**src/rtl/pgate_pkg.sv**
```systemverilog
package pgate_pkg;
  typedef enum logic [2:0] {
    ST_RUN       = 3'd0,
    ST_ISO_ON    = 3'd1,
    ST_SELF_REF  = 3'd2,
    ST_POWER_OFF = 3'd3,
    ST_WAIT_PG   = 3'd4,
    ST_STABILISE = 3'd5,
    ST_ISO_OFF   = 3'd6,
    ST_READY     = 3'd7
  } pg_state_e;
endpackage

```
**src/rtl/pgate_sync.sv**
```systemverilog
module pgate_sync #(
  parameter int STAGES = 2
) (
  input  logic clk_i,
  input  logic rst_ni,
  input  logic d_i,
  output logic q_o
);
  logic [STAGES-1:0] sh_q;

  always_ff @(posedge clk_i or negedge rst_ni) begin
    if (!rst_ni) sh_q <= '0;
    else         sh_q <= {sh_q[STAGES-2:0], d_i};
  end

  assign q_o = sh_q[STAGES-1];
endmodule

```
**src/rtl/pgate_timer.sv**
```systemverilog
module pgate_timer #(
  parameter int W = 16
) (
  input  logic         clk_i,
  input  logic         rst_ni,
  input  logic         load_i,
  input  logic [W-1:0] load_val_i,
  input  logic         dec_i,
  output logic         zero_o
);
  logic [W-1:0] cnt_q;

  always_ff @(posedge clk_i or negedge rst_ni) begin
    if (!rst_ni)                  cnt_q <= '0;
    else if (load_i)              cnt_q <= load_val_i;
    else if (dec_i && cnt_q != 0) cnt_q <= cnt_q - 1'b1;
  end

  assign zero_o = (cnt_q == '0);
endmodule

```
**src/rtl/pgate_cfg.sv**
```systemverilog
module pgate_cfg #(
  parameter int STAB_W    = 16,
  parameter int RATIO_W   = 6,
  parameter int MIN_STAB  = 20000,
  parameter int RATIO_RST = 4
) (
  input  logic               clk_i,
  input  logic               rst_ni,
  input  logic               stab_we_i,
  input  logic [STAB_W-1:0]  stab_val_i,
  input  logic               ratio_we_i,
  input  logic [RATIO_W-1:0] ratio_i,
  output logic [STAB_W-1:0]  stab_o,
  output logic [RATIO_W-1:0] pend_ratio_o
);
  localparam logic [STAB_W-1:0]  FLOOR = STAB_W'(MIN_STAB);
  localparam logic [RATIO_W-1:0] R_RST = RATIO_W'(RATIO_RST);

  always_ff @(posedge clk_i or negedge rst_ni) begin
    if (!rst_ni) begin
      stab_o       <= FLOOR;
      pend_ratio_o <= R_RST;
    end else begin
      if (stab_we_i)  stab_o       <= (stab_val_i < FLOOR) ? FLOOR : stab_val_i;
      if (ratio_we_i) pend_ratio_o <= ratio_i;
    end
  end
endmodule

```
**src/rtl/pgate_seq_ctrl.sv**
```systemverilog
module pgate_seq_ctrl
  import pgate_pkg::*;
#(
  parameter int CLK_MHZ     = 200,
  parameter int MIN_STAB_US = 100,
  parameter int STAB_W      = 16,
  parameter int RAMP_W      = 16,
  parameter int TMO_W       = 16,
  parameter int PGOOD_TMO   = 50000,
  parameter int RATIO_W     = 6,
  parameter int RATIO_RST   = 4
) (
  input  logic               clk_i,
  input  logic               rst_ni,
  input  logic               sleep_req_i,
  input  logic               wake_async_i,
  input  logic               pwr_ok_i,
  input  logic               use_ramp_cnt_i,
  input  logic [RAMP_W-1:0]  ramp_cycles_i,
  input  logic               stab_we_i,
  input  logic [STAB_W-1:0]  stab_cycles_i,
  input  logic               ratio_we_i,
  input  logic [RATIO_W-1:0] ratio_i,
  output logic               pwr_en_o,
  output logic               iso_en_o,
  output logic               self_refresh_o,
  output logic               ready_o,
  output logic [RATIO_W-1:0] core_ratio_o,
  output logic               pgood_timeout_o
);
  localparam int MIN_STAB = CLK_MHZ * MIN_STAB_US;
  localparam int SEQ_W    = (STAB_W > RAMP_W) ? STAB_W : RAMP_W;

  pg_state_e          st_q, st_d;
  logic               wake_s;
  logic [STAB_W-1:0]  stab_q;
  logic [RATIO_W-1:0] pend_ratio;
  logic               seq_zero, tmo_zero;
  logic               wake_go, pg_go, seq_load, seq_dec;
  logic [SEQ_W-1:0]   seq_val;

  pgate_sync #(.STAGES(2)) u_sync (
    .clk_i(clk_i), .rst_ni(rst_ni), .d_i(wake_async_i), .q_o(wake_s)
  );

  pgate_cfg #(
    .STAB_W(STAB_W), .RATIO_W(RATIO_W), .MIN_STAB(MIN_STAB), .RATIO_RST(RATIO_RST)
  ) u_cfg (
    .clk_i(clk_i), .rst_ni(rst_ni),
    .stab_we_i(stab_we_i), .stab_val_i(stab_cycles_i),
    .ratio_we_i(ratio_we_i), .ratio_i(ratio_i),
    .stab_o(stab_q), .pend_ratio_o(pend_ratio)
  );

  assign wake_go  = (st_q == ST_POWER_OFF) && wake_s;
  assign pg_go    = (st_q == ST_WAIT_PG) && (use_ramp_cnt_i ? seq_zero : pwr_ok_i);
  assign seq_load = wake_go || pg_go;
  assign seq_val  = wake_go ? SEQ_W'(ramp_cycles_i) : SEQ_W'(stab_q);
  assign seq_dec  = (st_q == ST_WAIT_PG) || (st_q == ST_STABILISE);

  // one counter serves the ramp wait and then the settling time
  pgate_timer #(.W(SEQ_W)) u_seq_tmr (
    .clk_i(clk_i), .rst_ni(rst_ni), .load_i(seq_load), .load_val_i(seq_val),
    .dec_i(seq_dec), .zero_o(seq_zero)
  );

  pgate_timer #(.W(TMO_W)) u_tmo_tmr (
    .clk_i(clk_i), .rst_ni(rst_ni), .load_i(wake_go), .load_val_i(TMO_W'(PGOOD_TMO)),
    .dec_i(st_q == ST_WAIT_PG), .zero_o(tmo_zero)
  );

  always_comb begin
    st_d = st_q;
    unique case (st_q)
      ST_RUN:       if (sleep_req_i) st_d = ST_ISO_ON;
      ST_ISO_ON:    st_d = wake_s ? ST_ISO_OFF : ST_SELF_REF;
      ST_SELF_REF:  st_d = wake_s ? ST_ISO_OFF : ST_POWER_OFF;
      ST_POWER_OFF: if (wake_s) st_d = ST_WAIT_PG;
      ST_WAIT_PG:   if (pg_go) st_d = ST_STABILISE;
      ST_STABILISE: if (seq_zero) st_d = ST_ISO_OFF;
      ST_ISO_OFF:   st_d = ST_READY;
      ST_READY:     st_d = ST_RUN;
      default:      st_d = ST_RUN;
    endcase
  end

  always_ff @(posedge clk_i or negedge rst_ni) begin
    if (!rst_ni) begin
      st_q         <= ST_RUN;
      core_ratio_o <= RATIO_W'(RATIO_RST);
    end else begin
      st_q <= st_d;
      if (wake_go) core_ratio_o <= pend_ratio;
    end
  end

  assign pwr_en_o        = (st_q != ST_POWER_OFF);
  assign iso_en_o        = (st_q inside {ST_ISO_ON, ST_SELF_REF, ST_POWER_OFF,
                                         ST_WAIT_PG, ST_STABILISE});
  assign self_refresh_o  = (st_q inside {ST_SELF_REF, ST_POWER_OFF, ST_WAIT_PG,
                                         ST_STABILISE});
  assign ready_o         = (st_q == ST_RUN) || (st_q == ST_READY);
  assign pgood_timeout_o = (st_q == ST_WAIT_PG) && !use_ramp_cnt_i && tmo_zero;
endmodule

```
**config.mk**
```make
export PLATFORM = sky130hd
export DESIGN_NAME = pgate_seq_ctrl
export DESIGN_NICKNAME = d
export VERILOG_FILES = /design/src/rtl/pgate_pkg.sv /design/src/rtl/pgate_sync.sv /design/src/rtl/pgate_timer.sv /design/src/rtl/pgate_cfg.sv /design/src/rtl/pgate_seq_ctrl.sv
export SDC_FILE = /design/constraint.sdc
export NUM_CORES = 1
export LEC_CHECK = 0
export ABC_AREA = 1
export BUFFER_PORTS_ARGS = -buffer_cell sky130_fd_sc_hd__buf_2
export CORE_MARGIN = 5
export CORE_UTILIZATION = 40
export DETAILED_ROUTE_END_ITERATION = 16
export PLACE_DENSITY_LB_ADDON = 0.08
export SLEW_MARGIN = 20
export SYNTH_ARGS = -nofsm -noshare
export SYNTH_HDL_FRONTEND = slang
export SYNTH_HIERARCHICAL = 1
export SYNTH_SLANG_ARGS = --single-unit
```
**constraint.sdc**
```tcl
create_clock -name clk_i -period 3 [get_ports clk_i]
set_input_delay 0.3 -clock clk_i [delete_from_list [all_inputs] [get_ports clk_i]]
set_output_delay 0.3 -clock clk_i [all_outputs]
set_load 0.02 [all_outputs]
```
==> impl_metrics.csv <==
group,metric,value,unit
timing,finClkSkew,17.8,ps
critical_path,crit_path_start_kind,"flip-flop",
clocking,clockBufferDepth,2,
critical_path,worst-endpoint-required,3230,ps
clocking,cts.clk_slew.worst_paths,90,ps
timing,setup_tns,0,ps
detailed_routing,dr_wl_met3,553,um
final_layout,fin_nets,758,
logic_synthesis,synth_edf_count,0,
clocking,cts_tree,"built",
detailed_routing,drcViolationCount,0,
grt,grt_pass1_vias,3867,
clocking,root_buffer,"clkbuf_8",
critical_path,crit_type,"flip-flop to flip-flop",
detailed_routing,ant_nets,0,
timing,relSlewSlack,64.1,%
timing,drv_slew,0,
detailed_routing,wl_per_cell,12.4,um
critical_path,cpPeakStageDelay,380,ps
detailed_routing,drt_iter0_drc,235,
power,swShare,47.6,%
final_layout,area_growth,13.7,%
detailed_routing,vias_per_cell,4.67,
clocking,cts-buffers-inserted,9,
floorplanning,fp.dieW,115,um
place,port_buffers,56,
timing,fin_crit,2680,ps
floorplanning,dieArea,0.0133,mm^2
timing,fmax,373,MHz
grt,grt_max_degree,37,
run,cap_violations,0,
logic_synthesis,synth_cells,641,
final_layout,antennaDiodeCount,0,
logic_synthesis,synth_top_area_cell,"dfrtp_1",
logic_synthesis,ys_ff_latch,65,
hold_path,hold_path.class,"input pin to flip-flop",
detailed_routing,firstDrtPassIters,4,
critical_path,crit_chain,"inv_1, ha_1, inv_1, nor2_2, nand3_1, nor2_2, nand2_1, nor4_4, nand2_1, nand2_1, inv_1, o21ai_4, inv_2, or2_2, nand2_1, a21oi_1",
final_layout,fill_cells,1152,
place,dp_slack,145,ps
timing,hold_violations,0,
clocking,clkLatencyLatePin,340,ps
grt,antenna_found_initial,0,
timing,rsz0062_at_grt,"no",
power,combPwrFrac,48.1,%
timing,finalCritPeriodShare,89.3,%
clocking,cts.sinks,65,
detailed_routing,vias,3975,
critical_path,cp.arrival,2910,ps
critical_path,slowest_stage,"dfrtp_1",
floorplanning,die_h,115,um
logic_synthesis,synthTopCellsByArea,"dfrtp_1 (33%), nand2_1 (21%), nand3_1 (6.4%)",
floorplanning,initial_core_util,40.9,%
critical_path,worstReg2RegEnd,"u_seq_tmr/cnt_q[13]$_DFFE_PN0P_",
power,pwr-share-seq,34.9,%
place,post-dp-hpwl,7.68,mm
power,intPower,2.23,mW
final_layout,final_common_cell,"nand2_1",
logic_synthesis,syn_area,0.00443,mm^2
timing,final-setup-viol-count,0,
critical_path,reg2reg_depth,16,
power,clock_power_share,16.9,%
critical_path,cp-end-kind,"flip-flop",
critical_path,timing.reg2reg.setup_slack,320,ps
logic_synthesis,synth_top_area_share,32.7,%
run_status,outcome,"finished, final reports clean",
hold_path,worstHoldStart,"wake_async_i",
hold_path,hold_end,"u_sync/sh_q[0]$_DFF_PN0_",
floorplanning,rows,38,
logic_synthesis,postSynthAreaPerCell,6.92,um^2
detailed_routing,met2_wirelength,4.52,mm
logic_synthesis,synthDistinctLibCells,34,
final_layout,drive_above_1_share,22.5,%
detailed_routing,met1Wirelength,5.38,mm
logic_synthesis,ys_async_sr_fraction,100,%
logic_synthesis,synth_flop_cell,"dfrtp_1",
power,power.leakage,2.72,nW
floorplanning,ioPinCount,57,
timing,fin_ws,320,ps
power,power.switching,2.03,mW
floorplanning,core,0.0108,mm^2
logic_synthesis,synth-seq-area-share,36.9,%
clocking,cts_max_level,3,
detailed_routing,drt-total-wl,10.5,mm
grt,grt_pass1_wl,17.9,mm
grt,track_usage,16.5,%
critical_path,crit_fanout,12,
critical_path,rr_startpoint,"u_seq_tmr/cnt_q[0]$_DFFE_PN0P_",
power,ir_drop,0.321,mV
critical_path,crit_top_cell,"nand2_1",
timing,worst_pin_slew,539,ps
power,powerDensity,845,mW/mm^2
hold_path,worstHoldPathCells,1,
grt,grt-ovfl-total,0,
place,place_congestion,0.844,
logic_synthesis,yosys_warnings,6,
clocking,post-cts-setup-buffers,0,
final_layout,final_cell_mix,"nand2_1 (245), nor2_1 (74), dfrtp_1 (58)",
detailed_routing,maxUsedRoutingLayer,"met4",
-- metrics by stage --
stage	util, %	cells	total power [mW]	cell area [um^2]	hold slack [ps]
finish	46.5	852	4.26	5040	59.3
global route	46.5	852	4.66	5040	41.7
CTS	46.3	851	4.27	5020	43.1
detailed placement	44.4	834	3.53	4820	330
global placement	44.4	834	3.50	4820	322
floorplan	-	655	3.13	4490	4.41
-- what timing repair did --
action	in CTS	in global routing
hold buffers	1	0
resized for setup	0	5
hold endpoints to repair	21	0
endpoints found under the setup margin	0	16
-- cell type report --
cell class	count	area [um^2]	area share, %
clock buffers	11	151	3.00
clock inverters	5	38.8	0.769
inverters	68	260	5.16
multi-input cells	502	2460	48.8
flip-flops and latches	65	1640	32.4
well taps	140	175	3.47
repair buffers	60	313	6.20
repair inverters	1	7.51	0.149
-- flip-flops by register name, summed over array words and instances, names as in the netlist --
| register | count |
|---|---|
| u_seq_tmr/cnt_q | 16 |
| u_tmo_tmr/cnt_q | 16 |
| st_q | 3 |
| core_ratio_o | 6 |
| u_cfg/pend_ratio_o | 6 |
| u_cfg/stab_o | 16 |
| u_sync/sh_q | 2 |
-- worst max path at each step --
stage | from | to | cells past startpoint
finish | u_seq_tmr/cnt_q[0]$_DFFE_PN0P_ | u_seq_tmr/cnt_q[13]$_DFFE_PN0P_ | 16
global route | u_seq_tmr/cnt_q[0]$_DFFE_PN0P_ | u_seq_tmr/cnt_q[3]$_DFFE_PN0P_ | 17
CTS | u_seq_tmr/cnt_q[0]$_DFFE_PN0P_ | u_seq_tmr/cnt_q[12]$_DFFE_PN0P_ | 16
detailed placement | u_seq_tmr/cnt_q[0]$_DFFE_PN0P_ | u_seq_tmr/cnt_q[12]$_DFFE_PN0P_ | 16
global placement | u_seq_tmr/cnt_q[0]$_DFFE_PN0P_ | u_seq_tmr/cnt_q[13]$_DFFE_PN0P_ | 16
floorplan | u_seq_tmr/cnt_q[0]$_DFFE_PN0P_ | u_seq_tmr/cnt_q[14]$_DFFE_PN0P_ | 17
-- metal layers --
metal	vias to the layer above	track usage, %
li1	2093	-
met3	7	4.16
met4	0	3.83
met5	-	0
met2	79	25.2
met1	1796	23.7
-- synth_stat cells, types with 8 or more instances --
cell type,n
nand2_2,9
nand2_1,245
xor2_1,10
or2_2,8
nor2_2,12
o21ai_0,8
dfrtp_1,58
inv_1,57
buf_6,8
a21oi_1,10
nand3_1,57
inv_2,9
nor2_1,74
-- cells by family after synthesis --
| kind of cell | synth area share (%) |
|---|---|
| adder cells (fa/ha/maj) | 1.41 |
| buffers and inverters | 9.23 |
| other | 0.169 |
| XOR/XNOR | 2.37 |
| AND/OR/NAND/NOR | 43.4 |
| AO/OA/AOI/OAI | 5.02 |
| flip-flops | 36.9 |
| multiplexers | 1.52 |
-- power groups by stage --
stage               Sequential (mW)  Combinational [mW]  Clock [mW]
floorplan                      1.44                1.69           0
global placement               1.48                2.02           0
detailed placement             1.48                2.04           0
CTS                            1.47                2.05       0.742
global route                   1.52                2.35       0.788
finish                         1.49                2.05       0.722
-- critical path, delay by kind of cell (launching register included) --
family | cells | cell delay (ps)
simple gates | 9 | 1280
fa+ha+maj | 1 | 250
buf+inv | 4 | 410
flops | 1 | 380
compound gates | 2 | 260
Power figures use the tool's default switching activity.
